File: src/rtl/vcodiv_pkg.sv
package vcodiv_pkg;
  localparam int RATIO_W     = 8;
  localparam int MIN_RATIO   = 4;
  localparam int RESET_RATIO = 90;
endpackage

File: src/rtl/vcodiv_ratio_sel.sv
// Picks the ratio for the next period: fresh (clamped) or held.
module vcodiv_ratio_sel #(
  parameter int W   = vcodiv_pkg::RATIO_W,
  parameter int MIN = vcodiv_pkg::MIN_RATIO,
  parameter int RST = vcodiv_pkg::RESET_RATIO
) (
  input  logic         clk_i,
  input  logic         rst_ni,
  input  logic         load_i,
  input  logic [W-1:0] ratio_i,
  input  logic         valid_i,
  output logic [W-1:0] next_ratio_o
);
  logic [W-1:0] clamped;
  logic [W-1:0] held_q;

  generate
    if (MIN > 1) begin : g_clamp
      assign clamped = (ratio_i < W'(MIN)) ? W'(MIN) : ratio_i;
    end else begin : g_pass
      assign clamped = ratio_i;
    end
  endgenerate

  assign next_ratio_o = valid_i ? clamped : held_q;

  always_ff @(posedge clk_i or negedge rst_ni) begin
    if (!rst_ni)     held_q <= W'(RST);
    else if (load_i) held_q <= next_ratio_o;
  end
endmodule

File: src/rtl/vcodiv_counter.sv
// Down counter: loads N-1 at terminal count, so each period is N cycles.
module vcodiv_counter #(
  parameter int W   = vcodiv_pkg::RATIO_W,
  parameter int RST = vcodiv_pkg::RESET_RATIO
) (
  input  logic         clk_i,
  input  logic         rst_ni,
  input  logic [W-1:0] next_ratio_i,
  output logic         tc_o
);
  logic [W-1:0] cnt_q;

  assign tc_o = (cnt_q == '0);

  always_ff @(posedge clk_i or negedge rst_ni) begin
    if (!rst_ni)   cnt_q <= W'(RST - 1);
    else if (tc_o) cnt_q <= next_ratio_i - W'(1);
    else           cnt_q <= cnt_q - W'(1);
  end
endmodule

File: src/rtl/vco_divider.sv
module vco_divider #(
  parameter int RATIO_W     = vcodiv_pkg::RATIO_W,
  parameter int MIN_RATIO   = vcodiv_pkg::MIN_RATIO,
  parameter int RESET_RATIO = vcodiv_pkg::RESET_RATIO
) (
  input  logic               clk_i,
  input  logic               rst_ni,
  input  logic [RATIO_W-1:0] ratio_i,
  input  logic               ratio_valid_i,
  output logic               fb_pulse_o,
  output logic               ratio_req_o
);
  logic               tc;
  logic [RATIO_W-1:0] next_ratio;

  vcodiv_ratio_sel #(.W(RATIO_W), .MIN(MIN_RATIO), .RST(RESET_RATIO)) u_sel (
    .clk_i        (clk_i),
    .rst_ni       (rst_ni),
    .load_i       (tc),
    .ratio_i      (ratio_i),
    .valid_i      (ratio_valid_i),
    .next_ratio_o (next_ratio)
  );

  vcodiv_counter #(.W(RATIO_W), .RST(RESET_RATIO)) u_cnt (
    .clk_i        (clk_i),
    .rst_ni       (rst_ni),
    .next_ratio_i (next_ratio),
    .tc_o         (tc)
  );

  assign fb_pulse_o  = tc;
  assign ratio_req_o = tc;
endmodule

File: config.mk
export PLATFORM = sky130hd
export DESIGN_NAME = vco_divider
export DESIGN_NICKNAME = d
export VERILOG_FILES = /design/src/rtl/vcodiv_pkg.sv /design/src/rtl/vcodiv_ratio_sel.sv /design/src/rtl/vcodiv_counter.sv /design/src/rtl/vco_divider.sv
export SDC_FILE = /design/constraint.sdc
export NUM_CORES = 1
export LEC_CHECK = 0
export ABC_AREA = 1
export BUFFER_PORTS_ARGS = -buffer_cell sky130_fd_sc_hd__buf_2
export CORE_MARGIN = 2
export CORE_UTILIZATION = 45
export DETAILED_ROUTE_END_ITERATION = 12
export HOLD_SLACK_MARGIN = 0.12
export PLACE_DENSITY_LB_ADDON = 0.15
export REMOVE_ABC_BUFFERS = 1
export SLEW_MARGIN = 10
export SYNTH_ARGS = -nofsm -noshare
export SYNTH_HDL_FRONTEND = slang
export SYNTH_SLANG_ARGS = --single-unit
File: constraint.sdc
create_clock -name clk_i -period 1.87 [get_ports clk_i]
set_clock_uncertainty 0.15 [all_clocks]
set_input_delay 0.374 -clock clk_i [delete_from_list [all_inputs] [get_ports clk_i]]
set_output_delay 0.374 -clock clk_i [all_outputs]
set_load 0.1 [all_outputs]
==> results.ini, run 1 <==
[yosys]
netlist_top_cells_area=dfstp_2 23%, dfrtp_1 22%, nand2_1 14%
yosysSeqAreaShare_pct=44.9
synthFlopType=dfstp_2
syn_area_um2=913
synth_top_cell_by_area=dfstp_2
syn_avg_cell_area_um2=7.68
synthDistinctLibCells=19
yosys.area.top_type_share_pct=23.0
flop_and_latch_count_out_of_synthesis=16
share_of_async_settable_or_async_resettable_flops_after_synthesis_pct=100
ys.warnings.count=0
postSynthCellCount=119
synth_edf_count=0

[clock_tree]
htree_num_levels=1
cts_inserted_buffers=3
clk_transition_reported_paths_ns=0.09
num_clock_sinks=16
tritoncts=built
clk-insertion-delay-late_ns=0.29
cts_max_path_buffers=2
cts_root_buf=clkbuf_4

[pwr]
vdd_drop_max_uv=818
p_seq_share_pct=40.6
power_consumption_mw=1.65
p_int_mw=0.992
p_clk_share_pct=11.0
leakagePower_nw=0.614
combinationalPowerShare_pct=48.3
power_switching_mw=0.655
power_switching_share_pct=39.7
p_per_area_nw_per_um2=1290

[setup_path]
timing.setup.critical_path_class=flop to primary output
worst-path-max-fanout=3
reg2reg_to=u_cnt.cnt_q[4]
slowest_stage=dfrtp_1
worstPathArrival_ns=1.40
cp_cell_sequence=nor2_1 > nand2_2 > nor2_4 > buf_6 > buf_12
worst_r2r_startpoint=u_cnt.cnt_q[6]
cp_num_buf_inv=2
crit_family=flip-flops
critical_path_required_ns=1.35
critical-path-max-stage-delay_ns=0.40
reg2reg_setup_slack_ns=0.01
reg2reg_depth=10
setup.worst_path.start_class=flop
critical_path.endpoint_type=primary output

[floorplan]
die_area_um2=2410
core-area_um2=1940
die_height_um=49.1
floorplan.die.width_um=49.1
floorplan.rows=16
initial_utilization_pct=47.0
top_level_ports=13

[sta]
max-slew-margin-rel_pct=68.4
max_clock_freq_mhz=520
setup_viol=2
min_period_ns=1.92
rsz0062_at_grt=yes
setup_slack_ns=-0.0529
slew_violations=0
tightestPinTransition_ns=0.468
hold_viol=0
period_share_pct=103

[routing]
final_antenna_net_count=0
wl_um=2140
drt_first_iter_violations=8
routed_via_density=4.77
dr.pass1.iters=4
drt-wirelength-per-cell_um=12.2
drcViolationCount=0
via_count=834

[global_route]
number_of_global_route_vias_before_repair=769
aggregate_global_route_resource_usage_pct=18.8
global_route.overflow_total=0
grt_start_max_net_pins=17
antenna_found_initial=0
grt_first_pass_wirelength_um=3390

[placement]
globalplace.congestion=0.807
place.detailed.hpwl_um=1470
portBuffers=12
placed_cell_area_um2=1050
dp.cells=161
dp_worst_setup_slack_ns=-0.146

[hold_path]
whs_path_depth=5
min_path_type=input port to flop
hold-path-endpoint=u_sel.held_q[6]
min_from=ratio_i[6]

[cells_and_area]
final_design_area_no_fill_um2=1280
antenna_cells=0
most_common_cell_after_layout_fill_and_taps_aside=nand2_1
flow.area_growth_from_synthesis_pct=39.9
highest_count_cells_in_the_layout_ignoring_fill_and_taps=29 x nand2_1, 16 x inv_1, 14 x buf_4
final_net_count=162
postLayoutCoreUtil_pct=65.8
share_of_cells_above_drive_strength_1_pct=42.6
final_cells=175

[job]
cap_violations=0

[status]
failing_checks=setup timing
outcome=complete, but fails checks

## power by group through the flow
stage                     combinational, mW  clock [mW]  sequential, mW
after floorplan                       0.403           0           0.632
after global placement                0.546           0           0.648
after detailed placement              0.560           0           0.661
after CTS                             0.650       0.185           0.660
after global routing                  0.889       0.205           0.689
final                                 0.796       0.182           0.669
## worst reg2reg max path, stage by stage, from the launching register on
cell and delay [ns]:
dfstp_2 0.57, nor2_1 0.06, nand2_2 0.10, nor2_4 0.06, buf_6 0.14, a21oi_4 0.17
ha_4 0.17, inv_2 0.04, nor2_4 0.12, nand2_2 0.06, xor2_1 0.16
## cell usage after synthesis, types with 3 or more instances
| cell | number |
|---|---|
| inv_1 | 19 |
| dfrtp_1 | 8 |
| a21oi_2 | 3 |
| o21ai_0 | 10 |
| nand2_1 | 33 |
| o21ai_1 | 4 |
| nand2_2 | 3 |
| nand3_1 | 5 |
| nor2_1 | 10 |
| dfstp_2 | 8 |
| a21oi_1 | 3 |
| xor2_1 | 3 |
## how the worst max path moves through the flow
| stage | from | cells past startpoint | to | slack, ns |
|---|---|---|---|---|
| 2_1_floorplan | u_cnt.cnt_q[7] | 11 | u_cnt.cnt_q[4] | -0.95 |
| 3_3_place_gp | ratio_i[5] | 11 | u_cnt.cnt_q[4] | -0.03 |
| 3_5_place_dp | ratio_i[2] | 11 | u_cnt.cnt_q[4] | -0.15 |
| 4_1_cts | u_cnt.cnt_q[6] | 11 | u_cnt.cnt_q[7] | -0.01 |
| 5_1_grt | u_cnt.cnt_q[5] | 5 | ratio_req_o | -0.09 |
| 6_report | u_cnt.cnt_q[5] | 5 | ratio_req_o | -0.05 |
## sequential cells by signal, summed over array words and instances, names as in the netlist
| name | flops |
|---|---|
| u_cnt.cnt_q | 8 |
| u_sel.held_q | 8 |
## stage by stage
| step | setup TNS, ns | hold slack, ns |
|---|---|---|
| floorplan | -8.84 | -0.0716 |
| global placement | -0.0289 | 0.156 |
| detailed placement | -0.233 | 0.159 |
| CTS | -0.0165 | 0.315 |
| global route | -0.392 | 0.360 |
| finish | -0.106 | 0.343 |
## cells by family after synthesis
group                    after synthesis  share of synthesized area (%)
flip-flops                            16                           44.9
adder cells (fa/ha/maj)                1                           1.37
AND/OR/NAND/NOR                       56                           27.0
buffers and inverters                 23                           11.6
XOR/XNOR                               3                           2.88
AO/OA/AOI/OAI                         20                           12.2
## routing by layer
layer	wire length, µm	vias up	share of wire (%)	GRT usage [%]
met1	929	378	43	24.1
met5	0	-	0	0
met3	65	8	3.0	2.45
li1	-	429	-	-
met2	1070	19	50	30.8
met4	79	0	3.7	10.0
## cell type report
type / instances / area, µm²
Sequential cell: 16 / 410
Fill cell: 169 / 664
Clock buffer: 3 / 22.5
Inverter: 19 / 71.3
Tap cell: 27 / 33.8
Multi-Input combinational cell: 80 / 497
Timing Repair Buffer: 30 / 243
## repair_timing
action                                  CTS  global route
endpoints found under the setup margin    2             8
hold buffers                              1             0
buffers inserted                          4             6
resized for setup                        11            17
pin swaps                                 5            15
hold endpoints to repair                  8             0
No activity file was read; power rests on OpenSTA's default activity.
==> run 2: changes to the inputs <==
--- a/config.mk
+++ b/config.mk
@@ -12,6 +12,7 @@
 export DETAILED_ROUTE_END_ITERATION = 12
 export HOLD_SLACK_MARGIN = 0.12
 export PLACE_DENSITY_LB_ADDON = 0.15
+export RECOVER_POWER = 25
 export REMOVE_ABC_BUFFERS = 1
 export SLEW_MARGIN = 10
 export SYNTH_ARGS = -nofsm -noshare
==> results.ini, run 2 (synthesis gave the netlist of run 1 again) <==
[setup_path]
worst_r2r_startpoint=u_cnt.cnt_q[6]
reg2reg_depth=10  ; unchanged
worst-path-max-fanout=3  ; unchanged
worstPathArrival_ns=1.40  ; about the same
reg2reg_to=u_cnt.cnt_q[4]
critical_path_required_ns=1.35  ; about the same
critical-path-max-stage-delay_ns=0.40  ; about the same
cp_cell_sequence=nor2_1 > nand2_2 > nor2_4 > buf_6 > buf_12
reg2reg_setup_slack_ns=0.01  ; about the same
timing.setup.critical_path_class=flop to primary output
setup.worst_path.start_class=flop
slowest_stage=dfrtp_1
critical_path.endpoint_type=primary output

[status]
outcome=complete, but fails checks
failing_checks=setup timing

[pwr]
p_clk_share_pct=11.0  ; about the same
combinationalPowerShare_pct=48.3  ; about the same
vdd_drop_max_uv=818  ; about the same
p_per_area_nw_per_um2=1290  ; about the same
leakagePower_nw=0.611  ; -0.45%
power_switching_mw=0.655  ; about the same
p_seq_share_pct=40.6  ; about the same
p_int_mw=0.992  ; about the same
power_switching_share_pct=39.8  ; about the same

[global_route]
number_of_global_route_vias_before_repair=769  ; unchanged
grt_start_max_net_pins=17  ; unchanged
antenna_found_initial=0  ; unchanged
aggregate_global_route_resource_usage_pct=18.8  ; unchanged
grt_first_pass_wirelength_um=3390  ; unchanged
global_route.overflow_total=0  ; unchanged

[floorplan]
die_height_um=49.1  ; unchanged
core-area_um2=1940  ; unchanged
floorplan.rows=16  ; unchanged
die_area_um2=2410  ; unchanged
initial_utilization_pct=47.0  ; unchanged
top_level_ports=13  ; unchanged
floorplan.die.width_um=49.1  ; unchanged

[hold_path]
min_from=ratio_i[6]
whs_path_depth=5  ; unchanged
hold-path-endpoint=u_sel.held_q[6]
min_path_type=input port to flop

[clock_tree]
clk-insertion-delay-late_ns=0.29  ; about the same
cts_inserted_buffers=3  ; unchanged
cts_max_path_buffers=2  ; unchanged
clk_transition_reported_paths_ns=0.09  ; about the same
tritoncts=built
htree_num_levels=1  ; unchanged
num_clock_sinks=16  ; unchanged
cts_root_buf=clkbuf_4

[routing]
routed_via_density=4.77  ; unchanged
via_count=834  ; unchanged
final_antenna_net_count=0  ; unchanged
wl_um=2140  ; about the same
drt-wirelength-per-cell_um=12.2  ; about the same
drcViolationCount=0  ; unchanged
drt_first_iter_violations=8  ; unchanged
dr.pass1.iters=4  ; unchanged

[placement]
place.detailed.hpwl_um=1470  ; unchanged
portBuffers=12  ; unchanged
globalplace.congestion=0.807  ; unchanged

[cells_and_area]
antenna_cells=0  ; unchanged
most_common_cell_after_layout_fill_and_taps_aside=nand2_1
share_of_cells_above_drive_strength_1_pct=41.9  ; -0.68 points
layout_top_registers=u_cnt.cnt_q: 8 flops, u_sel.held_q: 8 flops
flow.area_growth_from_synthesis_pct=39.7  ; about the same
postLayoutCoreUtil_pct=65.7  ; about the same
final_net_count=162  ; unchanged
highest_count_cells_in_the_layout_ignoring_fill_and_taps=29 x nand2_1, 16 x inv_1, 14 x buf_4

[sta]
setup_viol=2  ; unchanged
rsz0062_at_grt=yes
setup_slack_ns=-0.0529  ; unchanged
period_share_pct=103  ; unchanged
max_clock_freq_mhz=520  ; unchanged
tightestPinTransition_ns=0.915  ; +0.447 ns
slew_violations=0  ; unchanged
max-slew-margin-rel_pct=39.0  ; -29 points
hold_viol=0  ; unchanged
setup_total_neg_slack_ns=-0.106  ; unchanged
min_period_ns=1.92  ; unchanged

[job]
cap_violations=0  ; unchanged

[run 2: cell types whose count changed in the layout (fill, tap and decap cells not counted), sizes merged]
cell	before	now
buf	29	28
clkbuf	3	4
[run 2: per-stage QoR]
stage | std cells | power (mW) | hold slack, ns | setup slack [ns] | instance area [µm²]
floorplan | 115 | 1.03 | -0.0716 | -0.951 | 878
global placement | 161 | 1.19 | 0.156 | -0.0289 | 1050
detailed placement | 161 | 1.22 | 0.159 | -0.146 | 1050
CTS | 169 | 1.49 | 0.315 | -0.0134 | 1160
global route | 175 | 1.78 | 0.360 | -0.0866 | 1280
finish | 175 | 1.65 | 0.343 | -0.0529 | 1280
[run 2: layout make-up]
cell class / instances / area, µm²
sequential: 16 / 410
fill: 168 / 666
timing repair buffer: 30 / 241
multi-input combinational: 80 / 497
inverter: 19 / 71.3
clock buffer: 3 / 22.5
tap: 27 / 33.8
[run 2: timing repair]
| action | in CTS | in global routing |
|---|---|---|
| hold buffers | 1 | 0 |
| pin swaps | 5 | 15 |
| resized for setup | 11 | 17 |
| setup buffers | 4 | 6 |
| hold endpoints to repair | 8 | 0 |
| setup endpoints to repair | 2 | 8 |
[run 2: how the worst max path moves through the flow]
stage | startpoint | to | slack (ns) | cells past startpoint
finish | u_cnt.cnt_q[5] | ratio_req_o | -0.05 | 5
global route | u_cnt.cnt_q[5] | ratio_req_o | -0.09 | 5
CTS | u_cnt.cnt_q[6] | u_cnt.cnt_q[7] | -0.01 | 11
detailed placement | ratio_i[2] | u_cnt.cnt_q[4] | -0.15 | 11
global placement | ratio_i[5] | u_cnt.cnt_q[4] | -0.03 | 11
floorplan | u_cnt.cnt_q[7] | u_cnt.cnt_q[4] | -0.95 | 11
[run 2: power groups by stage]
| stage | clock [mW] | combinational, mW | sequential, mW |
|---|---|---|---|
| final | 0.182 | 0.796 | 0.669 |
| after global routing | 0.205 | 0.888 | 0.689 |
| after CTS | 0.185 | 0.650 | 0.660 |
| after detailed placement | 0 | 0.560 | 0.661 |
| after global placement | 0 | 0.546 | 0.648 |
| after floorplan | 0 | 0.403 | 0.632 |
[run 2: routing by layer]
metal | track usage (%) | vias up | part of all wire (%)
li1 | - | 429 | -
met1 | 24.1 | 378 | 43
met2 | 30.8 | 19 | 50
met3 | 2.45 | 8 | 3.0
met4 | 10.0 | 0 | 3.7
met5 | 0 | - | 0
[run 2: worst max-delay path, delay by kind of cell, from the launching register on]
family | cells | cell delay, ns
flip-flops | 1 | 0.40
AND/OR/NAND/NOR | 3 | 0.40
buffers and inverters | 2 | 0.30
==> run 3: changes to the inputs <==
--- a/config.mk
+++ b/config.mk
@@ -12,9 +12,10 @@
 export DETAILED_ROUTE_END_ITERATION = 12
 export HOLD_SLACK_MARGIN = 0.12
 export PLACE_DENSITY_LB_ADDON = 0.15
-export RECOVER_POWER = 25
 export REMOVE_ABC_BUFFERS = 1
+export SKIP_CTS_REPAIR_TIMING = 1
 export SLEW_MARGIN = 10
 export SYNTH_ARGS = -nofsm -noshare
 export SYNTH_HDL_FRONTEND = slang
 export SYNTH_SLANG_ARGS = --single-unit
+export TNS_END_PERCENT = 1
==> results.ini, run 3 (synthesis gave the netlist of run 1 again) <==
[global_route]
grt_util_met3_pct=2.15  ; -0.31 points
aggregate_global_route_resource_usage_pct=17.8  ; -0.98 points
grt_start_max_net_pins=17  ; unchanged
antenna_found_initial=0  ; unchanged
global_route.overflow_total=0  ; unchanged
grt_first_pass_wirelength_um=3240  ; -4.5%
use_met1_pct=23.7  ; -0.39 points
grt.met2_usage_pct=28.1  ; -2.7 points
number_of_global_route_vias_before_repair=737  ; -4.2%
top_usage_layer=met2

[floorplan]
floorplan.rows=16  ; unchanged
initial_utilization_pct=47.0  ; unchanged
die_height_um=49.1  ; unchanged
floorplan.die.width_um=49.1  ; unchanged
top_level_ports=13  ; unchanged
core-area_um2=1940  ; unchanged
die_area_um2=2410  ; unchanged

[clock_tree]
clk-insertion-delay-late_ns=0.28  ; about the same
tritoncts=built
num_clock_sinks=16  ; unchanged
cts_max_path_buffers=2  ; unchanged
htree_num_levels=1  ; unchanged
cts_inserted_buffers=3  ; unchanged
clk_transition_reported_paths_ns=0.09  ; about the same
cts_root_buf=clkbuf_4

[setup_path]
critical_path_required_ns=1.35  ; about the same
crit_start=u_cnt.cnt_q[5]
critical_path.endpoint_type=primary output
worst-path-max-fanout=7  ; +4
worstPathArrival_ns=1.41  ; about the same
timing.setup.critical_path_class=flop to primary output
setup.worst_path.start_class=flop
worst_r2r_startpoint=u_cnt.cnt_q[5]

[pwr]
vdd_drop_max_uv=783  ; -4.3%
power_consumption_mw=1.46  ; -11%
power_switching_mw=0.556  ; -15%
p_clk_share_pct=12.0  ; +1.0 points
power_switching_share_pct=38.0  ; -1.7 points
p_per_area_nw_per_um2=1270  ; -1.6%
leakagePower_nw=0.571  ; -6.5%
combinationalPowerShare_pct=42.9  ; -5.4 points
p_seq_share_pct=45.2  ; +4.6 points
p_int_mw=0.906  ; -8.7%

[sta]
tightestPinTransition_ns=0.387  ; -0.527 ns
rsz0062_at_grt=yes
period_share_pct=103  ; +0.49 points
min_period_ns=1.93  ; +0.00914 ns
hold_viol=0  ; unchanged
max-slew-margin-rel_pct=74.2  ; +35 points
max_clock_freq_mhz=518  ; -0.47%
setup_slack_ns=-0.0620  ; -0.00914 ns
setup_total_neg_slack_ns=-0.124  ; -0.0183 ns
slew_violations=0  ; unchanged
setup_viol=2  ; unchanged

[cells_and_area]
flow.area_growth_from_synthesis_pct=26.0
share_of_cells_above_drive_strength_1_pct=36.4  ; -5.5 points
most_common_cell_after_layout_fill_and_taps_aside=nand2_1
antenna_cells=0  ; unchanged
fillCellCount=192  ; +14%
final_design_area_no_fill_um2=1150  ; -9.8%
final_net_count=157  ; -3.1%
layout_top_registers=u_cnt.cnt_q: 8 flops, u_sel.held_q: 8 flops
multi_input_area_um2=419  ; -16%
highest_count_cells_in_the_layout_ignoring_fill_and_taps=31 x nand2_1, 19 x inv_1, 11 x buf_4
regArea_um2=410  ; unchanged

[status]
failing_checks=setup timing
outcome=complete, but fails checks

[job]
cap_violations=0  ; unchanged

[routing]
dr.pass1.iters=4  ; unchanged
final_antenna_net_count=0  ; unchanged
wl_um=1940  ; -9.2%
via_count=804  ; -3.6%
routed_via_density=4.73  ; -0.76%
drt_first_iter_violations=17  ; +9
drt-wirelength-per-cell_um=11.4  ; -6.5%
drcViolationCount=0  ; unchanged

[placement]
portBuffers=12  ; unchanged
place.detailed.hpwl_um=1470  ; unchanged
globalplace.congestion=0.807  ; unchanged
placed_cell_area_um2=1050  ; unchanged

[hold_path]
min_path_type=input port to flop
min_from=ratio_i[6]

==> run 3: power groups by stage <==
stage / Sequential (mW) / Clock (mW) / Combinational (mW)
5_1_grt: 0.678 / 0.205 / 0.722
2_1_floorplan: 0.632 / 0 / 0.403
6_report: 0.660 / 0.175 / 0.627
4_1_cts: 0.654 / 0.185 / 0.564
3_3_place_gp: 0.648 / 0 / 0.546
3_5_place_dp: 0.661 / 0 / 0.560
==> run 3: cell type report <==
| type | instances | share of cell area (%) |
|---|---|---|
| clock buffer | 3 | 1.96 |
| inverter | 19 | 6.20 |
| multi-input combinational | 80 | 36.4 |
| sequential | 16 | 35.7 |
| tap | 27 | 2.93 |
| timing repair buffer | 25 | 16.8 |
==> run 3: critical path, stage by stage, from the launching register on <==
cell,delay (ns)
dfrtp_1,0.41
nor2_1,0.12
nand2_2,0.09
nor2_4,0.18
buf_6,0.16
buf_12,0.17
==> run 3: stage by stage <==
| stage | worst slack, ns | hold WS (ns) | utilization, % | cells |
|---|---|---|---|---|
| CTS | -0.162 | -0.155 | 55.5 | 164 |
| global placement | -0.0289 | 0.156 | 54.3 | 161 |
| global route | -0.135 | 0.358 | 59.3 | 170 |
| finish | -0.0620 | 0.315 | 59.3 | 170 |
| floorplan | -0.951 | -0.0716 | - | 115 |
| detailed placement | -0.146 | 0.159 | 54.3 | 161 |
==> run 3: path summary, 6_finish.rpt <==
path | end | slack (ns) | cells past startpoint
max reg2reg | u_cnt.cnt_q[4] | 0.06 | 11
min | u_sel.held_q[6] | 0.31 | 5
min in group asynchronous | u_sel.held_q[2] | 0.41 | 2
max in group asynchronous | u_sel.held_q[1] | 0.85 | 2
max | ratio_req_o | -0.06 | 5
min reg2reg | u_sel.held_q[1] | 0.35 | 2
==> run 3: routing by layer <==
layer	vias to the layer above	share of wire (%)
met2	20	50
met5	-	0
met4	0	2.0
met1	362	45
li1	418	-
met3	4	3.0
